--- config.mk ---
export PLATFORM = sky130hd
export DESIGN_NAME = nvm_op_sequencer
export DESIGN_NICKNAME = d
export VERILOG_FILES = /design/src/rtl/nvm_seq_pkg.sv /design/src/rtl/nvm_seq_fifo.sv /design/src/rtl/nvm_seq_core.sv /design/src/rtl/nvm_op_sequencer.sv
export SDC_FILE = /design/constraint.sdc
export NUM_CORES = 1
export LEC_CHECK = 0
export BUFFER_PORTS_ARGS = -buffer_cell sky130_fd_sc_hd__buf_4
export CAP_MARGIN = 0
export CORE_AREA = 2 2 142 171
export CTS_BUF_LIST = sky130_fd_sc_hd__clkbuf_8
export DETAILED_ROUTE_END_ITERATION = 7
export DIE_AREA = 0 0 144 173
export PLACE_DENSITY = 0.91
export SYNTH_ARGS = -nofsm -noshare
export SYNTH_HDL_FRONTEND = slang
export SYNTH_SLANG_ARGS = --single-unit
--- constraint.sdc ---
create_clock -name clk_i -period 5.2 [get_ports clk_i]
set_clock_uncertainty 0.2 [all_clocks]
set_input_delay 0.26 -clock clk_i [delete_from_list [all_inputs] [get_ports clk_i]]
set_output_delay 0.26 -clock clk_i [all_outputs]
set_load 0.02 [all_outputs]
--- src/rtl/nvm_seq_pkg.sv ---
package nvm_seq_pkg;
  typedef enum logic [1:0] {
    OP_READ = 2'd0,
    OP_PROG = 2'd1,
    OP_PGER = 2'd2,
    OP_BKER = 2'd3
  } nvm_op_e;

  localparam logic [2:0] RA_CMD   = 3'd0;
  localparam logic [2:0] RA_ADDR  = 3'd1;
  localparam logic [2:0] RA_STAT  = 3'd2;
  localparam logic [2:0] RA_EN    = 3'd3;
  localparam logic [2:0] RA_LVL   = 3'd4;
  localparam logic [2:0] RA_WDATA = 3'd5;
  localparam logic [2:0] RA_RDATA = 3'd6;

  localparam int unsigned NIRQ     = 6;
  localparam int unsigned IRQ_PEMP = 0;
  localparam int unsigned IRQ_PLVL = 1;
  localparam int unsigned IRQ_RFUL = 2;
  localparam int unsigned IRQ_RLVL = 3;
  localparam int unsigned IRQ_DONE = 4;
  localparam int unsigned IRQ_ERR  = 5;
endpackage

--- src/rtl/nvm_seq_fifo.sv ---
module nvm_seq_fifo #(
  parameter int unsigned DW    = 32,
  parameter int unsigned DEPTH = 4,
  parameter int unsigned CNTW  = $clog2(DEPTH + 1)
) (
  input  logic            clk_i,
  input  logic            rst_ni,
  input  logic            push_i,
  input  logic [DW-1:0]   wdata_i,
  input  logic            pop_i,
  output logic [DW-1:0]   rdata_o,
  output logic [CNTW-1:0] count_o
);
  localparam int unsigned PW = (DEPTH > 1) ? $clog2(DEPTH) : 1;

  logic [DW-1:0]   mem [DEPTH];
  logic [PW-1:0]   wr_q, wr_d, rd_q, rd_d;
  logic [CNTW-1:0] cnt_q, cnt_d;
  logic            push_ok, pop_ok;

  always_comb begin
    push_ok = push_i && (cnt_q != CNTW'(DEPTH));
    pop_ok  = pop_i && (cnt_q != '0);
    wr_d    = wr_q;
    rd_d    = rd_q;
    cnt_d   = cnt_q;
    if (push_ok) wr_d = (wr_q == PW'(DEPTH - 1)) ? '0 : wr_q + 1'b1;
    if (pop_ok)  rd_d = (rd_q == PW'(DEPTH - 1)) ? '0 : rd_q + 1'b1;
    if (push_ok && !pop_ok)      cnt_d = cnt_q + 1'b1;
    else if (pop_ok && !push_ok) cnt_d = cnt_q - 1'b1;
  end

  always_ff @(posedge clk_i or negedge rst_ni) begin
    if (!rst_ni) begin
      wr_q  <= '0;
      rd_q  <= '0;
      cnt_q <= '0;
    end else begin
      wr_q  <= wr_d;
      rd_q  <= rd_d;
      cnt_q <= cnt_d;
    end
  end

  always_ff @(posedge clk_i) begin
    if (push_ok) mem[wr_q] <= wdata_i;
  end

  assign rdata_o = mem[rd_q];
  assign count_o = cnt_q;

  p_cnt_bound_r3: assert property (@(posedge clk_i) disable iff (!rst_ni)
    cnt_q <= CNTW'(DEPTH));
  p_cnt_grow_r3: assert property (@(posedge clk_i) disable iff (!rst_ni)
    (push_ok && !pop_ok) |=> (cnt_q == $past(cnt_q) + 1'b1));
endmodule

--- src/rtl/nvm_seq_core.sv ---
module nvm_seq_core
  import nvm_seq_pkg::*;
#(
  parameter int unsigned AW = 16,
  parameter int unsigned CW = 8,
  parameter int unsigned DW = 32
) (
  input  logic          clk_i,
  input  logic          rst_ni,
  input  logic          launch_i,
  input  nvm_op_e       op_i,
  input  logic [AW-1:0] addr_i,
  input  logic [CW-1:0] cnt_i,
  input  logic          can_read_i,
  input  logic          prog_avail_i,
  input  logic [DW-1:0] prog_word_i,
  output logic          busy_o,
  output logic          done_o,
  output logic          push_rd_o,
  output logic          pop_prog_o,
  output logic          phy_req_o,
  output logic [AW-1:0] phy_addr_o,
  output logic          phy_rd_o,
  output logic          phy_prog_o,
  output logic          phy_pg_erase_o,
  output logic          phy_bk_erase_o,
  output logic [DW-1:0] phy_wdata_o,
  input  logic          phy_rd_done_i,
  input  logic          phy_prog_done_i,
  input  logic          phy_erase_done_i
);
  logic          busy_q, busy_d, held_q, held_d;
  nvm_op_e       op_q, op_d;
  logic [AW-1:0] addr_q, addr_d;
  logic [CW-1:0] rem_q, rem_d;
  logic          ready, match_done, word_done, last, req;

  always_comb begin
    unique case (op_q)
      OP_READ: begin ready = can_read_i;   match_done = phy_rd_done_i;   end
      OP_PROG: begin ready = prog_avail_i; match_done = phy_prog_done_i; end
      default: begin ready = 1'b1;         match_done = phy_erase_done_i; end
    endcase
    req       = busy_q && (held_q || ready);
    word_done = req && match_done;
    last      = (op_q == OP_PGER) || (op_q == OP_BKER) || (rem_q == '0);

    busy_d = busy_q;
    held_d = held_q;
    op_d   = op_q;
    addr_d = addr_q;
    rem_d  = rem_q;
    if (launch_i) begin
      busy_d = 1'b1;
      held_d = 1'b0;
      op_d   = op_i;
      addr_d = addr_i;
      rem_d  = cnt_i;
    end else if (word_done) begin
      held_d = 1'b0;
      addr_d = addr_q + 1'b1;
      rem_d  = rem_q - 1'b1;
      if (last) busy_d = 1'b0;
    end else if (req) begin
      held_d = 1'b1;
    end
  end

  always_ff @(posedge clk_i or negedge rst_ni) begin
    if (!rst_ni) begin
      busy_q <= 1'b0;
      held_q <= 1'b0;
      op_q   <= OP_READ;
      addr_q <= '0;
      rem_q  <= '0;
    end else begin
      busy_q <= busy_d;
      held_q <= held_d;
      op_q   <= op_d;
      addr_q <= addr_d;
      rem_q  <= rem_d;
    end
  end

  assign busy_o         = busy_q;
  assign done_o         = word_done && last;
  assign push_rd_o      = word_done && (op_q == OP_READ);
  assign pop_prog_o     = word_done && (op_q == OP_PROG);
  assign phy_req_o      = req;
  assign phy_addr_o     = addr_q;
  assign phy_rd_o       = req && (op_q == OP_READ);
  assign phy_prog_o     = req && (op_q == OP_PROG);
  assign phy_pg_erase_o = req && (op_q == OP_PGER);
  assign phy_bk_erase_o = req && (op_q == OP_BKER);
  assign phy_wdata_o    = prog_word_i;

  p_one_flag_r1: assert property (@(posedge clk_i) disable iff (!rst_ni)
    phy_req_o |-> $onehot({phy_rd_o, phy_prog_o, phy_pg_erase_o, phy_bk_erase_o}));
  p_addr_step_r2: assert property (@(posedge clk_i) disable iff (!rst_ni)
    (word_done && !last) |=> (phy_addr_o == $past(phy_addr_o) + 1'b1));
  p_req_hold_r5: assert property (@(posedge clk_i) disable iff (!rst_ni)
    (phy_req_o && !word_done) |=> (phy_req_o && $stable(phy_addr_o)));
  p_req_busy_r1: assert property (@(posedge clk_i) disable iff (!rst_ni)
    phy_req_o |-> busy_q);
endmodule

--- src/rtl/nvm_op_sequencer.sv ---
module nvm_op_sequencer
  import nvm_seq_pkg::*;
#(
  parameter int unsigned AW    = 16,
  parameter int unsigned DW    = 32,
  parameter int unsigned CW    = 8,
  parameter int unsigned DEPTH = 4
) (
  input  logic            clk_i,
  input  logic            rst_ni,
  input  logic            reg_we_i,
  input  logic            reg_re_i,
  input  logic [2:0]      reg_addr_i,
  input  logic [DW-1:0]   reg_wdata_i,
  output logic [DW-1:0]   reg_rdata_o,
  output logic [NIRQ-1:0] irq_o,
  output logic            phy_req_o,
  output logic [AW-1:0]   phy_addr_o,
  output logic            phy_rd_o,
  output logic            phy_prog_o,
  output logic            phy_pg_erase_o,
  output logic            phy_bk_erase_o,
  output logic [DW-1:0]   phy_wdata_o,
  input  logic            phy_rd_done_i,
  input  logic            phy_prog_done_i,
  input  logic            phy_erase_done_i,
  input  logic            phy_init_busy_i,
  input  logic [DW-1:0]   phy_rdata_i
);
  localparam int unsigned LW = $clog2(DEPTH + 1);

  logic [AW-1:0]   sw_addr_q, sw_addr_d;
  logic [NIRQ-1:0] en_q, en_d, stat_q, stat_d, stat_set, stat_clr;
  logic [LW-1:0]   plvl_q, plvl_d, rlvl_q, rlvl_d, rlim;
  logic [LW-1:0]   pcnt, rcnt;
  logic [DW-1:0]   pword, rword;
  logic            start_wr, launch, reject, busy, op_done, rd_push, prog_pop;

  always_comb begin
    start_wr = reg_we_i && (reg_addr_i == RA_CMD) && reg_wdata_i[0];
    launch   = start_wr && !busy && !phy_init_busy_i;
    reject   = start_wr && (busy || phy_init_busy_i);
    rlim     = ((rlvl_q == '0) || (rlvl_q > LW'(DEPTH))) ? LW'(DEPTH) : rlvl_q;

    stat_set           = '0;
    stat_set[IRQ_PEMP] = (pcnt == '0);
    stat_set[IRQ_PLVL] = (pcnt <= plvl_q);
    stat_set[IRQ_RFUL] = (rcnt == LW'(DEPTH));
    stat_set[IRQ_RLVL] = (rlvl_q != '0) && (rcnt >= rlvl_q);
    stat_set[IRQ_DONE] = op_done;
    stat_set[IRQ_ERR]  = reject;
    stat_clr = (reg_we_i && (reg_addr_i == RA_STAT)) ? reg_wdata_i[NIRQ-1:0] : '0;
    stat_d   = (stat_q & ~stat_clr) | stat_set;

    sw_addr_d = sw_addr_q;
    en_d      = en_q;
    plvl_d    = plvl_q;
    rlvl_d    = rlvl_q;
    if (reg_we_i) begin
      unique case (reg_addr_i)
        RA_ADDR: sw_addr_d = reg_wdata_i[AW-1:0];
        RA_EN:   en_d      = reg_wdata_i[NIRQ-1:0];
        RA_LVL: begin
          plvl_d = reg_wdata_i[LW-1:0];
          rlvl_d = reg_wdata_i[2*LW-1:LW];
        end
        default: ;
      endcase
    end

    reg_rdata_o = '0;
    unique case (reg_addr_i)
      RA_ADDR:  reg_rdata_o = DW'(sw_addr_q);
      RA_STAT:  reg_rdata_o = DW'(stat_q);
      RA_EN:    reg_rdata_o = DW'(en_q);
      RA_LVL:   reg_rdata_o = DW'({rlvl_q, plvl_q});
      RA_RDATA: reg_rdata_o = rword;
      default:  reg_rdata_o = '0;
    endcase
  end

  always_ff @(posedge clk_i or negedge rst_ni) begin
    if (!rst_ni) begin
      sw_addr_q <= '0;
      en_q      <= '0;
      stat_q    <= '0;
      plvl_q    <= '0;
      rlvl_q    <= '0;
    end else begin
      sw_addr_q <= sw_addr_d;
      en_q      <= en_d;
      stat_q    <= stat_d;
      plvl_q    <= plvl_d;
      rlvl_q    <= rlvl_d;
    end
  end

  assign irq_o = stat_q & en_q;

  nvm_seq_fifo #(.DW(DW), .DEPTH(DEPTH), .CNTW(LW)) u_prog_fifo (
    .clk_i, .rst_ni,
    .push_i  (reg_we_i && (reg_addr_i == RA_WDATA)),
    .wdata_i (reg_wdata_i),
    .pop_i   (prog_pop),
    .rdata_o (pword),
    .count_o (pcnt)
  );

  nvm_seq_fifo #(.DW(DW), .DEPTH(DEPTH), .CNTW(LW)) u_rd_fifo (
    .clk_i, .rst_ni,
    .push_i  (rd_push),
    .wdata_i (phy_rdata_i),
    .pop_i   (reg_re_i && (reg_addr_i == RA_RDATA)),
    .rdata_o (rword),
    .count_o (rcnt)
  );

  nvm_seq_core #(.AW(AW), .CW(CW), .DW(DW)) u_core (
    .clk_i, .rst_ni,
    .launch_i     (launch),
    .op_i         (nvm_op_e'(reg_wdata_i[2:1])),
    .addr_i       (sw_addr_q),
    .cnt_i        (reg_wdata_i[8 +: CW]),
    .can_read_i   (rcnt < rlim),
    .prog_avail_i (pcnt != '0),
    .prog_word_i  (pword),
    .busy_o       (busy),
    .done_o       (op_done),
    .push_rd_o    (rd_push),
    .pop_prog_o   (prog_pop),
    .phy_req_o, .phy_addr_o, .phy_rd_o, .phy_prog_o,
    .phy_pg_erase_o, .phy_bk_erase_o, .phy_wdata_o,
    .phy_rd_done_i, .phy_prog_done_i, .phy_erase_done_i
  );

  p_rd_room_r4: assert property (@(posedge clk_i) disable iff (!rst_ni)
    rd_push |-> (rcnt < LW'(DEPTH)));
  p_done_flag_r7: assert property (@(posedge clk_i) disable iff (!rst_ni)
    op_done |=> stat_q[IRQ_DONE]);
  p_reject_flag_r8: assert property (@(posedge clk_i) disable iff (!rst_ni)
    reject |=> stat_q[IRQ_ERR]);
  p_w1c_r9: assert property (@(posedge clk_i) disable iff (!rst_ni)
    (reg_we_i && (reg_addr_i == RA_STAT) && reg_wdata_i[IRQ_DONE] && !op_done)
      |=> !stat_q[IRQ_DONE]);
endmodule

==> load_flow_metrics.sql <==
INSERT INTO impl_metrics (metric_group, metric, value, unit) VALUES
('critical_path', 'worst_setup_path_end_kind', 'flop', ''),
('sta', 'period_minus_slack', '4.240', 'ns'),
('synthesis', 'synth-seq-cells', '332', ''),
('synthesis', 'synth_async_sr_flop_share', '22.89', '%'),
('synthesis', 'synth-compound-area-share', '5.488', '%'),
('power_and_ir_drop', 'pwr_density', '470.4', 'mW/mm²'),
('cts', 'postcts_resize_cnt', '0', ''),
('synthesis', 'synthesis.area', '0.01373', 'mm²'),
('drt', 'post_drt_via_cell_ratio', '5.911', ''),
('status', 'status', 'completed', ''),
('critical_path', 'timing.critical_path.required', '5.45', 'ns'),
('synthesis', 'synth-warning-count', '0', ''),
('min_path', 'hold_path.class', 'in -> reg', ''),
('synthesis', 'synth_enable_flop_cells', '256', ''),
('power_and_ir_drop', 'max-vdd-ir-drop', '0.3211', 'mV'),
('cts', 'clock_slew_at_reported_path_ffs', '0.06', 'ns'),
('drt', 'ant_nets', '0', ''),
('floorplan', 'design.portCount', '166', ''),
('cts', 'cts_root_buffer', 'clkbuf_8', ''),
('placed_design', 'placement.io_buffers', '165', ''),
('sta', 'tightest_slew', '1.163', 'ns'),
('layout', 'area_growth_syn_to_layout', '23.43', '%'),
('power_and_ir_drop', 'leakage_dissipation', '0.006482', 'µW'),
('synthesis', 'netlist-cell-type-count', '55', ''),
('drt', 'first_iteration_detailed_routing_drc_count', '601', ''),
('drt', 'drc_errors', '0', ''),
('synthesis', 'netlist_instances', '799', ''),
('global_route', 'first_pass_grt_wire_length', '49.17', 'mm'),
('global_route', 'grt_start_max_net_pins', '77', ''),
('cts', 'cts_tree', 'built', ''),
('synthesis', 'syn-mean-instance-area', '17.18', 'µm²'),
('drt', 'route.final.wire_length', '32.50', 'mm'),
('sta', 'slew_viol_final', '0', ''),
('critical_path', 'cp_slowest_stage_delay', '0.65', 'ns'),
('global_route', 'grt-ovfl-total', '0', ''),
('global_route', 'groute.usage.overall', '26.17', '%'),
('synthesis', 'syn_nets', '901', ''),
('critical_path', 'path_buf_inv', '1', ''),
('cts', 'clk_latency', '0.56', 'ns'),
('cts', 'cts_setup_buffers', '0', ''),
('synthesis', 'xor_xnor_share_of_the_synthesized_area', '0.3829', '%'),
('sta', 'timing.final.ws_setup', '0.9600', 'ns'),
('placed_design', 'weighted_congestion_at_the_end_of_routability_driven_global_placement', '0.8637', ''),
('synthesis', 'post_synth_and_or_nand_nor_area_fraction', '5.852', '%'),
('sta', 'final.hold.worst_slack', '0.03467', 'ns'),
('floorplan', 'die_area', '0.02491', 'mm²'),
('critical_path', 'cp.arrival', '4.49', 'ns'),
('job', 'maxCapViolations', '0', ''),
('layout', 'antenna-diode-count', '0', ''),
('floorplan', 'core_area', '0.02313', 'mm²'),
('global_route', 'grt_pass1_vias', '8910', ''),
('global_route', 'antenna_found_initial', '0', ''),
('cts', 'cts.sink_count', '332', ''),
('sta', 'report.final.hold_viol_count', '0', ''),
('critical_path', 'path_class', 'reg -> reg', ''),
('placed_design', 'post-dp-hpwl', '20.18', 'mm'),
('critical_path', 'worst_setup_path_start_kind', 'flop', ''),
('critical_path', 'kind_of_cell_with_the_highest_combined_delay_on_the_critical_path', 'simple AND/OR/NAND/NOR gates', ''),
('sta', 'fin_setup_tns', '0', 'ns'),
('floorplan', 'initial_utilization', '59.35', '%'),
('sta', 'timing.max_slew.rel_slack', '22.47', '%'),
('power_and_ir_drop', 'total_power', '7969', 'µW'),
('sta', 'grt_setup_unrepaired', 'false', ''),
('synthesis', 'synth_adder_area_share', '2.571', '%'),
('cts', 'cts_inserted_buffers', '50', ''),
('sta', 'finalSetupViolations', '0', ''),
('critical_path', 'path_common_cell', 'ha_1', ''),
('sta', 'achievable-frequency', '0.2359', 'GHz'),
('sta', 'final.period_utilization', '81.54', '%'),
('drt', 'detail_route.wl_per_cell', '23.05', 'µm'),
('critical_path', 'critical_path.slowest_cell', 'nor2_1', '');
[metal layers]
metal	global-route usage, %	share of wire, %	vias up
met4	10.46	3.5	0
met5	0	0	-
met2	46.31	53	445
met3	6.453	8.7	80
li1	-	-	3663
met1	30.35	34	4147
[worst register-to-register path, cell delays in order, from the launching register on]
cell and delay (ns):
dfrtp_1 0.42, or2_2 0.31, ha_1 0.27, nand2b_1 0.15
ha_1 0.18, a21o_1 0.17, a31oi_1 0.20, o41ai_2 0.15
nor2_1 0.65, nand3b_1 0.33, ha_1 0.33, inv_1 0.07
fa_1 0.41, mux2_2 0.28
[what timing repair did]
item / CTS / global route
endpoints found under the setup margin: 0 / 0
endpoints found under the hold margin: 376 / 0
hold buffers: 66 / 0
[cells in the final DEF (no fill, tap or decap), drive strengths merged, types with 20 or more instances in the layout]
| cell | synthesis | final |
|---|---|---|
| buf | 13 | 179 |
| and3 | 20 | 20 |
| nand2 | 39 | 39 |
| dfrtp | 76 | 76 |
| dlygate4sd3 | 0 | 66 |
| edfxtp | 256 | 256 |
| clkbuf | 27 | 57 |
| inv | 27 | 40 |
| nor2 | 31 | 31 |
| mux2 | 36 | 36 |
| ha | 25 | 25 |
| mux4 | 64 | 64 |
| o21ai | 28 | 28 |
[power by group]
part	internal [µW]	leakage, µW	switching (µW)
registers	3270	0.00324	410
logic	1090	0.00269	1130
clock network	1100	0.000554	968
[cell usage after synthesis, types with 4 or more instances]
cell type  number  area (µm²)
a21o_1          8       60.06
a21oi_1        10       50.05
a221o_1        10       100.1
a22o_1         11       96.34
a22oi_1         5       37.54
and2_1         15       93.84
and3_1         20       125.1
buf_1           5       18.77
buf_2           7       35.03
clkbuf_1       27       101.4
dfrtp_1        76        1902
edfxtp_1      256        7687
ha_1           25       312.8
inv_1          26       97.59
mux2_2         36       405.4
mux2i_1         6       60.06
mux4_2         64        1441
nand2_1        39       146.4
nand2b_1        7       43.79
nand3_1         6       30.03
nor2_1         31       116.4
nor2b_1         6       37.54
nor3_1         11       55.05
nor4_1          4       25.02
o21ai_0        28       140.1
o22ai_1         8       50.05
or3_1           4       25.02
xor2_1          4       35.03
[per-stage QoR]
step	instances	utilization, %	cell area, µm²
after global routing	1410	73.26	16940
after detailed placement	1253	66.19	15310
after floorplan	799	-	13730
final	1410	73.26	16940
after global placement	1253	66.19	15310
after CTS	1410	73.26	16940
[sequential cells by signal, indices dropped and copies added (netlist names)]
name,cells
u_prog_fifo.mem,128
u_rd_fifo.mem,128
sw_addr_q,16
u_core.phy_addr_o,16
u_core.rem_q,8
en_q,6
stat_q,6
plvl_q,3
rlvl_q,3
u_prog_fifo.count_o,3
u_rd_fifo.count_o,3
u_core.op_q,2
u_prog_fifo.rd_q,2
u_prog_fifo.wr_q,2
u_rd_fifo.rd_q,2
u_rd_fifo.wr_q,2
u_core.busy_o,1
u_core.held_q,1
[path summary, 6_finish.rpt]
kind	start	end	slack, ns	cells past startpoint
max	rlvl_q[0]	u_prog_fifo.count_o[1]	0.96	13
min reg2reg	stat_q[0]	stat_q[0]	0.32	2
max reg2reg	rlvl_q[0]	u_prog_fifo.count_o[1]	0.96	13
min	reg_re_i	u_rd_fifo.rd_q[1]	0.03	3
min in group asynchronous	rst_ni	sw_addr_q[13]	0.21	2
max in group asynchronous	rst_ni	u_rd_fifo.rd_q[0]	3.88	2
[logic make-up (layout without fill, tap and decap cells)]
group,Yosys count,after routing
compound gates,103,103
xor+xnor,6,6
fa+ha+maj,27,27
buf+inv,67,363
flops,332,332
mux,106,106
simple gates,158,158
[area by class of cell]
type / count / area, µm²
inverters: 27 / 101.3
clock inverters: 34 / 188.9
fillers: 1329 / 6185
clock buffers: 57 / 784.5
flip-flops and latches: 332 / 9592
well taps: 315 / 394.1
multi-input cells: 400 / 3876
repair buffers: 245 / 2004
Note: power is estimated with default switching activity, not from simulation.
